[src/rtl/dbc_pkg.sv]
package dbc_pkg;

    typedef enum logic [2:0] {
        ST_IDLE,
        ST_ADDR,
        ST_ADDR_ACK,
        ST_CMD,
        ST_CMD_ACK,
        ST_DATA,
        ST_DATA_ACK,
        ST_SKIP
    } dbc_state_e;

    localparam logic [3:0] DBC_ADDR_PREFIX = 4'b0101;
    localparam int         DBC_BYTE_BITS   = 8;
    localparam int         DBC_RST_BIT     = 4;
    localparam int         DBC_PD_BIT      = 3;

endpackage

[src/rtl/dbc_deglitch.sv]
module dbc_deglitch #(
    parameter int   FILT    = 4,
    parameter logic RST_VAL = 1'b1
) (
    input  logic clk,
    input  logic rst_n,
    input  logic raw_i,
    output logic clean_o
);
    localparam int CW = $clog2(FILT + 1);

    logic [1:0]    sync_q;
    logic [CW-1:0] cnt_q;

    always_ff @(posedge clk or negedge rst_n) begin
        if (!rst_n) begin
            sync_q  <= {2{RST_VAL}};
            clean_o <= RST_VAL;
            cnt_q   <= '0;
        end else begin
            sync_q <= {sync_q[0], raw_i};
            if (sync_q[1] != clean_o) begin
                if (cnt_q == CW'(FILT - 1)) begin
                    clean_o <= sync_q[1];
                    cnt_q   <= '0;
                end else begin
                    cnt_q <= cnt_q + 1'b1;
                end
            end else begin
                cnt_q <= '0;
            end
        end
    end
endmodule

[src/rtl/dbc_bus_cond.sv]
module dbc_bus_cond (
    input  logic clk,
    input  logic rst_n,
    input  logic scl_i,
    input  logic sda_i,
    output logic start_o,
    output logic stop_o,
    output logic rise_o,
    output logic fall_o
);
    logic scl_q, sda_q;

    always_ff @(posedge clk or negedge rst_n) begin
        if (!rst_n) begin
            scl_q <= 1'b1;
            sda_q <= 1'b1;
        end else begin
            scl_q <= scl_i;
            sda_q <= sda_i;
        end
    end

    always_comb begin
        start_o = scl_i & scl_q & sda_q & ~sda_i;
        stop_o  = scl_i & scl_q & ~sda_q & sda_i;
        rise_o  = scl_i & ~scl_q;
        fall_o  = ~scl_i & scl_q;
    end
endmodule

[src/rtl/dbc_latch_bank.sv]
module dbc_latch_bank #(
    parameter int NCH = 8,
    parameter int DW  = 8
) (
    input  logic                  clk,
    input  logic                  rst_n,
    input  logic                  clr_all,
    input  logic                  wr_en,
    input  logic [$clog2(NCH)-1:0] wr_idx,
    input  logic [DW-1:0]         wr_data,
    input  logic                  commit,
    output logic [NCH*DW-1:0]     out_flat
);
    localparam int IW = $clog2(NCH);

    for (genvar g = 0; g < NCH; g++) begin : g_chan
        logic [DW-1:0] stage_q;
        logic [DW-1:0] live_q;

        always_ff @(posedge clk or negedge rst_n) begin
            if (!rst_n) begin
                stage_q <= '0;
                live_q  <= '0;
            end else begin
                if (clr_all)
                    stage_q <= '0;
                else if (wr_en && wr_idx == IW'(g))
                    stage_q <= wr_data;
                if (commit)
                    live_q <= stage_q;
            end
        end

        assign out_flat[g*DW +: DW] = live_q;
    end
endmodule

[src/rtl/dac_bus_ctrl.sv]
module dac_bus_ctrl
    import dbc_pkg::*;
#(
    parameter int NCH  = 8,
    parameter int DW   = 8,
    parameter int FILT = 4
) (
    input  logic              clk,
    input  logic              rst_n,
    input  logic              scl_i,
    input  logic              sda_i,
    input  logic [2:0]        strap_i,
    output logic              sda_oe,
    output logic [NCH*DW-1:0] dac_word,
    output logic              pwr_down
);
    localparam int IW = $clog2(NCH);

    logic scl_c, sda_c;
    logic start_p, stop_p, scl_rise, scl_fall;

    dbc_deglitch #(.FILT(FILT), .RST_VAL(1'b1)) u_scl_flt (
        .clk(clk), .rst_n(rst_n), .raw_i(scl_i), .clean_o(scl_c));
    dbc_deglitch #(.FILT(FILT), .RST_VAL(1'b1)) u_sda_flt (
        .clk(clk), .rst_n(rst_n), .raw_i(sda_i), .clean_o(sda_c));

    dbc_bus_cond u_cond (
        .clk(clk), .rst_n(rst_n), .scl_i(scl_c), .sda_i(sda_c),
        .start_o(start_p), .stop_o(stop_p), .rise_o(scl_rise), .fall_o(scl_fall));

    dbc_state_e state_q, state_n;

    logic [3:0]    bitcnt_q;
    logic [7:0]    shift_q;
    logic          matched;
    logic          cmd_seen_q;
    logic          pend_pd_q;
    logic          skip_data_q;
    logic [IW-1:0] chan_q;

    logic [6:0] own_addr;
    logic       addr_hit;
    logic       byte_end;
    logic       shifting;
    logic       in_ack;
    logic       lb_clr, lb_wr, commit;

    if (NCH == 8) begin : g_addr_oct
        assign own_addr = {DBC_ADDR_PREFIX, 1'b0, strap_i[1:0]};
    end else begin : g_addr_quad
        assign own_addr = {DBC_ADDR_PREFIX, strap_i};
    end

    always_comb begin
        shifting = (state_q == ST_ADDR) || (state_q == ST_CMD) || (state_q == ST_DATA);
        in_ack   = (state_q == ST_ADDR_ACK) || (state_q == ST_CMD_ACK) ||
                   (state_q == ST_DATA_ACK);
        byte_end = shifting && scl_fall && (bitcnt_q == 4'(DBC_BYTE_BITS));
        addr_hit = (shift_q[7:1] == own_addr) && !shift_q[0];
        lb_clr   = (state_q == ST_CMD) && byte_end && shift_q[DBC_RST_BIT];
        lb_wr    = (state_q == ST_DATA) && byte_end && !skip_data_q;
        commit   = stop_p && matched && cmd_seen_q;
    end

    // next-state logic
    always_comb begin
        state_n = state_q;
        if (start_p) begin
            state_n = ST_ADDR;
        end else if (stop_p) begin
            state_n = ST_IDLE;
        end else begin
            unique case (state_q)
                ST_IDLE:     state_n = ST_IDLE;
                ST_ADDR:     if (byte_end) state_n = addr_hit ? ST_ADDR_ACK : ST_SKIP;
                ST_ADDR_ACK: if (scl_fall) state_n = ST_CMD;
                ST_CMD:      if (byte_end) state_n = ST_CMD_ACK;
                ST_CMD_ACK:  if (scl_fall) state_n = ST_DATA;
                ST_DATA:     if (byte_end) state_n = ST_DATA_ACK;
                ST_DATA_ACK: if (scl_fall) state_n = ST_CMD;
                ST_SKIP:     state_n = ST_SKIP;
            endcase
        end
    end

    // state register
    always_ff @(posedge clk or negedge rst_n) begin
        if (!rst_n) state_q <= ST_IDLE;
        else        state_q <= state_n;
    end

    // outputs and frame datapath
    always_ff @(posedge clk or negedge rst_n) begin
        if (!rst_n) begin
            bitcnt_q    <= '0;
            shift_q     <= '0;
            matched     <= 1'b0;
            cmd_seen_q  <= 1'b0;
            pend_pd_q   <= 1'b0;
            skip_data_q <= 1'b0;
            chan_q      <= '0;
            sda_oe      <= 1'b0;
            pwr_down    <= 1'b0;
        end else if (start_p) begin
            bitcnt_q    <= '0;
            matched     <= 1'b0;
            cmd_seen_q  <= 1'b0;
            skip_data_q <= 1'b0;
            sda_oe      <= 1'b0;
        end else if (stop_p) begin
            if (commit) pwr_down <= pend_pd_q;
            bitcnt_q   <= '0;
            matched    <= 1'b0;
            cmd_seen_q <= 1'b0;
            sda_oe     <= 1'b0;
        end else begin
            if (shifting && scl_rise) begin
                shift_q  <= {shift_q[6:0], sda_c};
                bitcnt_q <= bitcnt_q + 1'b1;
            end
            if (byte_end) begin
                bitcnt_q <= '0;
                unique case (state_q)
                    ST_ADDR: begin
                        if (addr_hit) begin
                            matched <= 1'b1;
                            sda_oe  <= 1'b1;
                        end
                    end
                    ST_CMD: begin
                        pend_pd_q   <= shift_q[DBC_PD_BIT];
                        skip_data_q <= shift_q[DBC_RST_BIT];
                        chan_q      <= shift_q[IW-1:0];
                        cmd_seen_q  <= 1'b1;
                        sda_oe      <= 1'b1;
                    end
                    ST_DATA: sda_oe <= 1'b1;
                    default: sda_oe <= 1'b0;
                endcase
            end else if (in_ack && scl_fall) begin
                sda_oe <= 1'b0;
            end
        end
    end

    dbc_latch_bank #(.NCH(NCH), .DW(DW)) u_bank (
        .clk(clk), .rst_n(rst_n),
        .clr_all(lb_clr), .wr_en(lb_wr), .wr_idx(chan_q), .wr_data(shift_q),
        .commit(commit), .out_flat(dac_word));

endmodule

[config.mk]
export PLATFORM = sky130hd
export DESIGN_NAME = dac_bus_ctrl
export DESIGN_NICKNAME = d
export VERILOG_FILES = /design/src/rtl/dbc_pkg.sv /design/src/rtl/dbc_deglitch.sv /design/src/rtl/dbc_bus_cond.sv /design/src/rtl/dbc_latch_bank.sv /design/src/rtl/dac_bus_ctrl.sv
export SDC_FILE = /design/constraint.sdc
export NUM_CORES = 1
export LEC_CHECK = 0
export BUFFER_PORTS_ARGS = -buffer_cell sky130_fd_sc_hd__buf_2
export CORE_UTILIZATION = 23
export DETAILED_ROUTE_END_ITERATION = 8
export HOLD_SLACK_MARGIN = 0.02
export MAX_ROUTING_LAYER = met4
export PLACE_DENSITY = 0.41
export SLEW_MARGIN = 20
export SYNTH_ARGS = -nofsm -noshare
export SYNTH_HDL_FRONTEND = slang
export SYNTH_HIERARCHICAL = 1
export SYNTH_SLANG_ARGS = --single-unit
[constraint.sdc]
create_clock -name clk -period 4.3 [get_ports clk]
set_input_delay 0.43 -clock clk [delete_from_list [all_inputs] [get_ports clk]]
set_output_delay 0.43 -clock clk [all_outputs]
set_load 0.005 [all_outputs]
# Word level (Yosys, flattened, before mapping)
# Index checks and enable logic that the tools add are counted.
# totals
register_bits	166
inputBits	7
elab_cells	183
# classes
addsub	3
n_eq_ne	27
muxes	51
bitwise_logic	13
n_reduce_logical	55
# op_table
op	n
2-to-1 mux 8 bit	16
2-to-1 mux 3 bit	12
== test 3 bit (second input constant)	8
one-hot mux 3 bit (7 select lines)	1
nonzero test 2 bit	10
logical AND 1 bit	19
== test 3 x 2 -> 1 bit (second input constant)	6
2-to-1 mux 1 bit	17
2-to-1 mux 4 bit	4
inequality test 4 bit (second input constant)	4
AND reduction 3 bit	4
nonzero test 3 bit	4
AND reduction 2 bit	4
nonzero test 4 bit	2
bitwise AND 1 bit	7
== test 7 x 6 -> 1 bit	1
adder 3 x 1 -> 3 bit (second input constant)	2
== test 3 x 1 -> 1 bit (second input constant)	2
zero test 3 bit	2
NOT 1 bit	6
inequality test 5 bit (second input constant)	1
AND reduction 5 bit	1
adder 4 x 1 -> 4 bit (second input constant)	1
== test 4 bit (second input constant)	1
other kinds (8)	14

# Depth between registers and ports, before layout
# Gate-level depths: netlist of the first run.
# depth
ltp_word	10
depth_mapped	10

# Cells and area by module
# Netlist of the first run, hierarchy kept.
# modules_own_cells
mod	n_inst	cells_per_inst	area_per_inst_um2
dbc_latch_bank	1	365	5230.0
dac_bus_ctrl	1	106	1206.2
dbc_deglitch	2	13	220.2
dbc_bus_cond	1	6	87.6

# Worst setup path after synthesis of the first run
# Ideal clock, no wire load.
# synth_path
path_type	register -> register
start	reg u_cond.scl_q
end	reg u_bank.g_chan[0].stage_q[0]
setup_ps	133
arrival_ps	2571
required_time_ps	4167
setup_slack_ps	1596
stages_incl_launch_ff	9
n_path_buf	2
synth_period_minus_slack_ps	2704
cell_sequence	dfstp_2 and2b_2 and4b_1 buf_6 nand2_1 nor4b_1 or4b_1 buf_6 mux2i_1
# synth_between
elab_chain_cells	7
# synth_lines
item	line	rtl
start: declaration	dbc_bus_cond.sv:11	logic scl_q, sda_q;
start signal: assignment	dbc_bus_cond.sv:18	scl_q <= scl_i;
bitwise AND 1 bit	dbc_bus_cond.sv:27	fall_o = ~scl_i & scl_q;
net scl_fall	dac_bus_ctrl.sv:20	logic start_p, stop_p, scl_rise, scl_fall;
logical AND 1 bit (2 in a row)	dac_bus_ctrl.sv:58	byte_end = shifting && scl_fall && (bitcnt_q == 4'(DBC_BYTE_BITS));
logical AND 1 bit (2 in a row)	dac_bus_ctrl.sv:61	lb_wr = (state_q == ST_DATA) && byte_end && !skip_data_q;
net lb_wr	dac_bus_ctrl.sv:46	logic lb_clr, lb_wr, commit;
logical AND 1 bit	dbc_latch_bank.sv:27	else if (wr_en && wr_idx == IW'(g))
nonzero test 2 bit (no line)	--	
end signal: assignment	dbc_latch_bank.sv:28	stage_q <= wr_data;
end: declaration	dbc_latch_bank.sv:17	logic [DW-1:0] stage_q;
# The timed path passes the listed nets, and every way through them passes these cells.
# A chain may end at the register's enable or synchronous reset.

# Worst setup path in the final report of the first run
# layout_path
start	reg u_cond.scl_q
end	reg u_bank.g_chan[7].stage_q[7]
# layout_lines
item	line	rtl
bitwise AND 1 bit *	dbc_bus_cond.sv:27	
net scl_fall	dac_bus_ctrl.sv:20	
logical AND 1 bit * (2 in a row)	dac_bus_ctrl.sv:58	
logical AND 1 bit * (2 in a row)	dac_bus_ctrl.sv:60	lb_clr = (state_q == ST_CMD) && byte_end && shift_q[DBC_RST_BIT];
net lb_clr	dac_bus_ctrl.sv:46	
2-to-1 mux 8 bit / nonzero test 2 bit (equally long branches)	--	
end signal: assignment	dbc_latch_bank.sv:28	
end: declaration	dbc_latch_bank.sv:17	
# Mark *: on every way through the listed nets, which the timed path passes. The rest lies on a longest branch.

==> results of run 1 <==
[cell usage after synthesis (all sizes together) (5+ instances only)]
cell      n  share of area, %
dfrtp   158                57
mux2     79                13
nand2b   72               6.5
mux2i    66               9.5
buf      19               1.5
clkbuf   15              0.81
dfstp     8               3.0
nor2      8              0.47
nand4     6              0.72
nor2b     6              0.79
inv       5              0.27
nand2     5              0.31
xnor2     5              0.63
[metrics by stage]
step                      utilization, %  hold slack (ps)  cell area (um2)  power (mW)  std cells
after CTS                          28.26            81.31             8397       4.194        969
after floorplan                        -            134.4             6964       2.182        503
final                              28.26            109.0             8397       4.096        969
after global placement             25.94            349.7             7707       2.367        937
after detailed placement           25.94            347.2             7707       2.396        937
after global routing               28.26            81.59             8397       4.315        969
[area by class of cell]
class / count / area (um2)
clock inverter: 11 / 219.0
timing repair buffer: 78 / 414.1
tap: 390 / 488.0
clock buffer: 21 / 470.5
inverter: 5 / 18.77
multi-input combinational: 298 / 2623
fill: 3029 / 21320
sequential: 166 / 4164
[worst paths after layout]
kind / slack, ps / cells past startpoint / to
max in group asynchronous: 3140 / 2 / shift_q[4]$_DFFE_PN0P_
hold / removal: 110 / 1 / u_scl_flt/sync_q[0]$_DFF_PN1_
hold reg to reg: 360 / 0 / u_scl_flt/sync_q[1]$_DFF_PN1_
min in group asynchronous: 130 / 1 / u_sda_flt/cnt_q[1]$_DFF_PN0_
setup / recovery: 1150 / 7 / u_bank/g_chan[7].stage_q[7]$_DFFE_PN0P_
setup reg to reg: 1150 / 7 / u_bank/g_chan[7].stage_q[7]$_DFFE_PN0P_
[logic make-up (layout without fill, tap and decap cells)]
kind of cell	after synthesis	after routing	synth area share [%]
XOR/XNOR	7	7	0.8804
multiplexers	145	145	22.26
flip-flops	166	166	59.79
adder cells (fa/ha/maj)	5	5	0.8624
AO/OA/AOI/OAI	15	15	1.509
AND/OR/NAND/NOR	126	126	12.13
buffers and inverters	39	115	2.569
[power breakdown]
group	internal [mW]	switching, mW	leakage [nW]	total [mW]
Combinational	0.209	0.330	1.77	0.538
Clock	1.14	0.615	0.334	1.76
Sequential	1.68	0.118	2.27	1.80
[flip-flops by register name (all words and copies together) (netlist names), 3 cells and up]
signal                 count
chan_q                     3
u_sda_flt/cnt_q            3
shift_q                    8
state_q                    3
u_scl_flt/cnt_q            3
u_bank/g_chan.stage_q     64
u_bank/g_chan.live_q      64
bitcnt_q                   4
[metal layers]
metal  vias to the layer above  GRT usage, %
met5                         -             -
met4                         0         3.949
met3                        13         2.627
met2                        53         16.49
met1                      2068         14.00
li1                       1867             -
[worst register-to-register path, delay by kind of cell, from the launching register on]
kind                   cells  cell delay (ps)
muxes                      1              140
DFF                        1              540
and+or+nand+nor            5             1960
buffers and inverters      1              370
==> results.cfg, run 1 <==
[timing]
finalCritPeriodShare_pct = 73.30
fmax_ghz = 0.3173
max_slew.worst_pin.slew_ps = 1058
slew_viol_final = 0
setup_violations = 0
max-slew-margin-rel_pct = 29.44
period_minus_slack_ps = 3152
hold_viol_final = 0
setup_tns_ps = 0
skew_ps = 11.10
setup_ws_ps = 1148
rsz0062_at_grt = false

[detailed_routing]
vias = 4001
wl_met3_um = 482
drt-vias-per-instance = 4.129
dr_wl_met2_um = 7318
antenna_left = 0
drc_errors = 0
wirelength_um = 15330
drtIter0Drc = 119
wl_met1_um = 7285
firstDrtPassIters = 5
detail_route.wl_per_cell_um = 15.82
routed.top_layer = met4

[synthesis]
yosysSeqAreaShare_pct = 59.79
synth_nets = 514
syn-cell-area_mm2 = 0.006964
synth_flop_cell = dfrtp_1
avgSynthCellArea_um2 = 13.85
async_reset_ff_share_pct = 100.0
synthCells = 503
synth-edff-count = 0
synth.distinct_cells = 47
ys_ff_latch = 166
yosysWarnings = 6

[critical_path]
r2r-start = u_cond/scl_q$_DFF_PN1_
crit_chain = and2b_2, and4b_1, and3_4, and2_1, buf_4, nand2b_1, mux2i_1
slowest_stage = and2_1
crit_fanout = 33
endpoint_kind = flop
path_class = reg2reg
cp.required_ps = 4570
path_buf_inv = 1
critPathTopFamily = simple AND/OR/NAND/NOR gates
arrival_ps = 3430
start_kind = flop
slowest_delay_ps = 830
startpoint = u_cond/scl_q$_DFF_PN1_

[grt]
grt_pass1_vias = 4242
antenna_found_initial = 0
gr-usage-all-layers_pct = 10.85
grt_max_degree = 100
grt_first_pass_wirelength_um = 24660
grt_overflow = 0

[place]
dpl_worst_slack_ps = 1144
hpwl_um = 10250
io_buffers = 71
gp_congestion = 0.6850

[floorplan]
floorplan.initialDensity_pct = 23.43
dieArea_mm2 = 0.03098
die_x_um = 176.0
core_mm2 = 0.02972
fp.dieH_um = 176.0
row_count = 63
num_io_pins = 73

[clock_network]
insertion_delay_ps = 420
cts_setup_buffers = 0
htree_levels = 4
cts_tree = done
ctsResizeCount = 0
cts_root_buf = clkbuf_16
cts_buffers = 17
clock_sinks = 166
ctsHoldBuffers = 0
clk_pin_slew_worst_paths_ps = 70
clock_path_buffers = 2

[finish]
final_nets = 577
layout_common_cells = dfrtp_1 (158), mux2_2 (79), nand2b_1 (72)
diodes = 0
layout-drive-gt1-share_pct = 35.58
mostFrequentLayoutCell = dfrtp_1
area_growth_pct = 20.57

[hold_path]
hp-class = in2reg
hp-start = scl_i

[status]
status = complete, no violations

[power]
vdd_drop_max_v = 0.0002401
power_density_mw_per_mm2 = 487.7
p_leak_nw = 4.373

[job]
maxCapViolCount = 0
Power figures use the tool's default switching activity.
==> run 2, diff against run 1 <==
Settings changed: PLACE_DENSITY 0.41 to 0.42.
Clock period 4.3 ns to 2.7 ns, I/O delays scaled along.
==> run 2 against run 1 <==
Effect of this change: register-to-register slack lost 920 ps; via count increased by 0.30%; die area unchanged; sequential cell count stayed put; combinational power grew 76%; setup slack got worse by 920 ps; highest routed layer unchanged; maximum frequency is 28% higher; power grew 54%; final cell count up 2.1%.
==> results.cfg, run 2 (synthesized netlist as in run 1, its figures left out) <==
[clock_network]
clock_sinks = 166
htree_levels = 4
cts_tree = done
cts_root_buf = clkbuf_16
clk_pin_slew_worst_paths_ps = 70
cts_setup_buffers = 0
insertion_delay_ps = 420
cts_buffers = 17
clock_path_buffers = 2

[place]
io_buffers = 71
gp_congestion = 0.7185
dpl-instance-area_mm2 = 0.007879
hpwl_um = 10560
dp_cells = 954

[detailed_routing]
drc_errors = 0
firstDrtPassIters = 4
antenna_left = 0
wirelength_um = 15510
detail_route.wl_per_cell_um = 15.68
drt-vias-per-instance = 4.058
drtIter0Drc = 170
vias = 4013

[critical_path]
crit_chain = and2b_2, and4b_1, and3_4, and2_1, nand2b_1, mux2i_1
critPathTopFamily = simple AND/OR/NAND/NOR gates
endpoint_kind = flop
rrSetupSlack_ps = 230
path_class = reg2reg
crit_fanout = 11
start_kind = flop
arrival_ps = 2740
slowest_delay_ps = 540
cp.required_ps = 2970
slowest_stage = dfstp_2
path_buf_inv = 0

[grt]
grt_overflow = 0
grt_max_degree = 71
grt_first_pass_wirelength_um = 25670
antenna_found_initial = 0
grt_pass1_vias = 4446
gr-usage-all-layers_pct = 11.08

[timing]
skew_ps = 9.823
setup_tns_ps = 0
rsz0062_at_grt = false
slew_viol_final = 0
finalCritPeriodShare_pct = 91.43
setup_violations = 0
hold_viol_final = 0
max-slew-margin-rel_pct = 61.74
period_minus_slack_ps = 2469
max_slew.worst_pin.slew_ps = 573.9
fmax_ghz = 0.4051

[power]
clockPowerShare_pct = 39.5
switchingPower_mw = 1.763
p_leak_nw = 4.438
p_seq_share_pct = 45.5
switching_share_pct = 27.92
power_density_mw_per_mm2 = 741.6
cell_internal_pwr_mw = 4.552
pwr-share-comb_pct = 15.0
total_power_mw = 6.315
vdd_drop_max_v = 0.0004162

[finish]
ff_latch_area_mm2 = 0.004164
final_nets = 597
diodes = 0
area_growth_pct = 22.28
multiInputGateArea_mm2 = 0.002633
reg_top3 = u_bank/g_chan.live_q x64, u_bank/g_chan.stage_q x64, shift_q x8
post-route-util_pct = 28.66
mostFrequentLayoutCell = dfrtp_1
layout-drive-gt1-share_pct = 37.73
design_area_mm2 = 0.008516
layout_common_cells = dfrtp_1 (158), mux2_2 (79), nand2b_1 (72)
finalNonFillerCells = 989
fillers = 3012

[floorplan]
dieArea_mm2 = 0.03098
num_io_pins = 73
row_count = 63
floorplan.initialDensity_pct = 23.43
core_mm2 = 0.02972
die_x_um = 176.0
fp.dieH_um = 176.0

[hold_path]
hp-class = reg2reg

[job]
maxCapViolCount = 0

[status]
status = complete, no violations
==> run 2: changes by cell type in the layout (fill, tap and decap cells not counted), sizes merged <==
| cell | previous run | this run |
|---|---|---|
| bufinv | 6 | 3 |
| clkbuf | 21 | 17 |
| buf | 78 | 95 |
| clkinv | 3 | 6 |
| inv | 6 | 9 |
| clkinvlp | 1 | 2 |
| dlygate4sd3 | 0 | 3 |
==> run 2: per-stage QoR <==
| step | setup WS, ps | hold slack [ps] |
|---|---|---|
| finish | 231.3 | 360.1 |
| global placement | 175.7 | 287.1 |
| detailed placement | 164.7 | 294.4 |
| floorplan | 270.5 | -25.59 |
| CTS | 137.0 | 360.5 |
| global route | 7.544 | 365.1 |
==> run 2: cell type report <==
cell class | instances | area share [%]
well taps | 390 | 5.730
clock buffers | 17 | 4.996
clock inverters | 15 | 2.086
multi-input cells | 298 | 30.91
inverters | 5 | 0.2204
flip-flops and latches | 166 | 48.90
repair buffers | 98 | 7.155
==> run 2: what timing repair did <==
action	4_1_cts	5_1_grt
hold buffers	3	0
gates resized for setup	0	1
setup endpoints to repair	0	8
endpoints found under the hold margin	56	0
==> run 2: worst paths after layout <==
kind / from / to / depth (start not counted)
max: u_cond/scl_q$_DFF_PN1_ / u_bank/g_chan[2].stage_q[5]$_DFFE_PN0P_ / 6
min: u_scl_flt/sync_q[0]$_DFF_PN1_ / u_scl_flt/sync_q[1]$_DFF_PN1_ / 0
max reg2reg: u_cond/scl_q$_DFF_PN1_ / u_bank/g_chan[2].stage_q[5]$_DFFE_PN0P_ / 6
min reg2reg: u_scl_flt/sync_q[0]$_DFF_PN1_ / u_scl_flt/sync_q[1]$_DFF_PN1_ / 0
max in group asynchronous: rst_n / u_bank/g_chan[0].stage_q[3]$_DFFE_PN0P_ / 3
min in group asynchronous: rst_n / u_bank/g_chan[6].stage_q[4]$_DFFE_PN0P_ / 2
==> run 2: layer usage <==
metal	vias up	global-route usage [%]	wire length, um
met1	2014	14.30	7376
met4	0	2.609	108
met3	8	3.036	623
met5	-	-	0
met2	82	17.19	7403
li1	1909	-	-
==> run 2: power groups by stage <==
| stage | clock network, mW | logic, mW | registers, mW |
|---|---|---|---|
| 3_5_place_dp | 0 | 0.965 | 2.92 |
| 2_1_floorplan | 0 | 0.647 | 2.83 |
| 5_1_grt | 2.69 | 1.07 | 2.91 |
| 3_3_place_gp | 0 | 0.929 | 2.91 |
| 6_report | 2.49 | 0.949 | 2.87 |
| 4_1_cts | 2.58 | 0.971 | 2.87 |
==> run 3, diff against run 2 <==
Settings changed: CORE_MARGIN from default to 1.5, CORE_UTILIZATION 23 to 53, PLACE_DENSITY 0.42 to 0.79.
==> run 3 against run 2 <==
Effect of this change: sequential power is essentially flat; register-to-register slack got worse by 80 ps; power fell by 5.3%.
==> results.cfg, run 3 (synthesized netlist as in run 1, its figures left out) <==
[status]
status = complete, no violations

[clock_network]
cts_tree = done
insertion_delay_ps = 420
cts_root_buf = clkbuf_16
cts_setup_buffers = 0
clock_sinks = 166
clock_path_buffers = 2
clk_pin_slew_worst_paths_ps = 60
htree_levels = 4
cts_buffers = 17

[detailed_routing]
firstDrtPassIters = 4
drc_errors = 0
drtIter0Drc = 262
vias = 4102
wirelength_um = 13270
drt-vias-per-instance = 5.383
antenna_left = 0
detail_route.wl_per_cell_um = 17.41

[timing]
setup_tns_ps = 0
hold_viol_final = 0
hold_slack_ps = 356.2
rsz0062_at_grt = false
skew_ps = 8.486
fmax_ghz = 0.3928
setup_violations = 0
finalCritPeriodShare_pct = 94.29
period_minus_slack_ps = 2546
max-slew-margin-rel_pct = 54.32
slew_viol_final = 0
max_slew.worst_pin.slew_ps = 685.3

[place]
io_buffers = 71
hpwl_um = 8516
gp_congestion = 0.7645

[critical_path]
arrival_ps = 2820
crit_fanout = 8
cp.required_ps = 2970
slowest_delay_ps = 720
endpoint_kind = flop
path_buf_inv = 0
critPathTopFamily = simple AND/OR/NAND/NOR gates
slowest_stage = or4b_1
start_kind = flop
path_class = reg2reg
rrSetupSlack_ps = 150
crit_chain = and2b_2, and4b_1, nand2_1, nor4b_2, or4b_1, mux2i_1

[grt]
antenna_found_initial = 0
grt_pass1_vias = 4242
grt_overflow = 0
gr-usage-all-layers_pct = 21.36
grt_max_degree = 77
grt_first_pass_wirelength_um = 22280

[finish]
layout_common_cells = dfrtp_1 (158), mux2_2 (79), nand2b_1 (72)
reg_top3 = u_bank/g_chan.live_q x64, u_bank/g_chan.stage_q x64, shift_q x8
mostFrequentLayoutCell = dfrtp_1
post-route-util_pct = 63.63
final_nets = 589
layout-drive-gt1-share_pct = 35.93
fillers = 985
diodes = 0
area_growth_pct = 16.24

[power]
vdd_drop_max_v = 0.0005134
total_power_mw = 5.979
p_leak_nw = 4.357
power_density_mw_per_mm2 = 738.6

[floorplan]
floorplan.initialDensity_pct = 54.74
row_count = 41
num_io_pins = 73
core_mm2 = 0.01272
dieArea_mm2 = 0.01384
fp.dieH_um = 117.6
die_x_um = 117.6

[hold_path]
hp-class = reg2reg

[job]
maxCapViolCount = 0
==> run 3: what timing repair did <==
| action | 4_1_cts | 5_1_grt |
|---|---|---|
| setup endpoints to repair | 0 | 0 |
| hold endpoints to repair | 68 | 0 |
| resized for setup | 0 | 0 |
| hold buffers | 3 | 0 |
==> run 3: routing by layer <==
metal  vias up  wire length, um  part of all wire [%]  global-route usage, %
li1       1889                -                     -                      -
met2        75             6489                    49                  32.79
met1      2123             6188                    47                  28.14
met5         -                0                     0                      -
met3        15              404                   3.0                  4.506
met4         0              187                   1.4                  8.308
==> run 3: final cells by class <==
type / instances / area, um2 / share of cell area, %
Sequential cell: 166 / 4164 / 51.44
Multi-Input combinational cell: 298 / 2629 / 32.47
Timing Repair Buffer: 90 / 524.3 / 6.476
Clock buffer: 23 / 467.9 / 5.781
Tap cell: 172 / 215.2 / 2.658
Clock inverter: 8 / 76.32 / 0.9428
Inverter: 5 / 18.77 / 0.2318
==> run 3: power breakdown <==
group / internal (mW) / leakage [nW] / total [mW] / switching, mW
Clock: 1.31 / 0.259 / 2.24 / 0.932
Combinational: 0.354 / 1.83 / 0.864 / 0.511
Sequential: 2.68 / 2.27 / 2.88 / 0.193
==> run 3: stage by stage <==
| step | setup slack (ps) | area (um2) | cells |
|---|---|---|---|
| after floorplan | 270.5 | 6970 | 503 |
| after global placement | 231.0 | 7521 | 728 |
| after detailed placement | 189.4 | 7521 | 728 |
| after CTS | 160.5 | 8095 | 762 |
| after global routing | 24.11 | 8095 | 762 |
| final | 154.1 | 8095 | 762 |
==> run 3: worst paths after layout <==
| kind | start | endpoint | cells after the start |
|---|---|---|---|
| worst max register to register | u_cond/scl_q$_DFF_PN1_ | u_bank/g_chan[0].stage_q[5]$_DFFE_PN0P_ | 6 |
| max in group asynchronous | rst_n | u_bank/g_chan[6].live_q[3]$_DFFE_PN0P_ | 3 |
| worst min-delay path | u_scl_flt/sync_q[0]$_DFF_PN1_ | u_scl_flt/sync_q[1]$_DFF_PN1_ | 0 |
| worst max-delay path | u_cond/scl_q$_DFF_PN1_ | u_bank/g_chan[0].stage_q[5]$_DFFE_PN0P_ | 6 |
| min in group asynchronous | rst_n | u_bank/g_chan[0].live_q[0]$_DFFE_PN0P_ | 2 |
| worst min register to register | u_scl_flt/sync_q[0]$_DFF_PN1_ | u_scl_flt/sync_q[1]$_DFF_PN1_ | 0 |
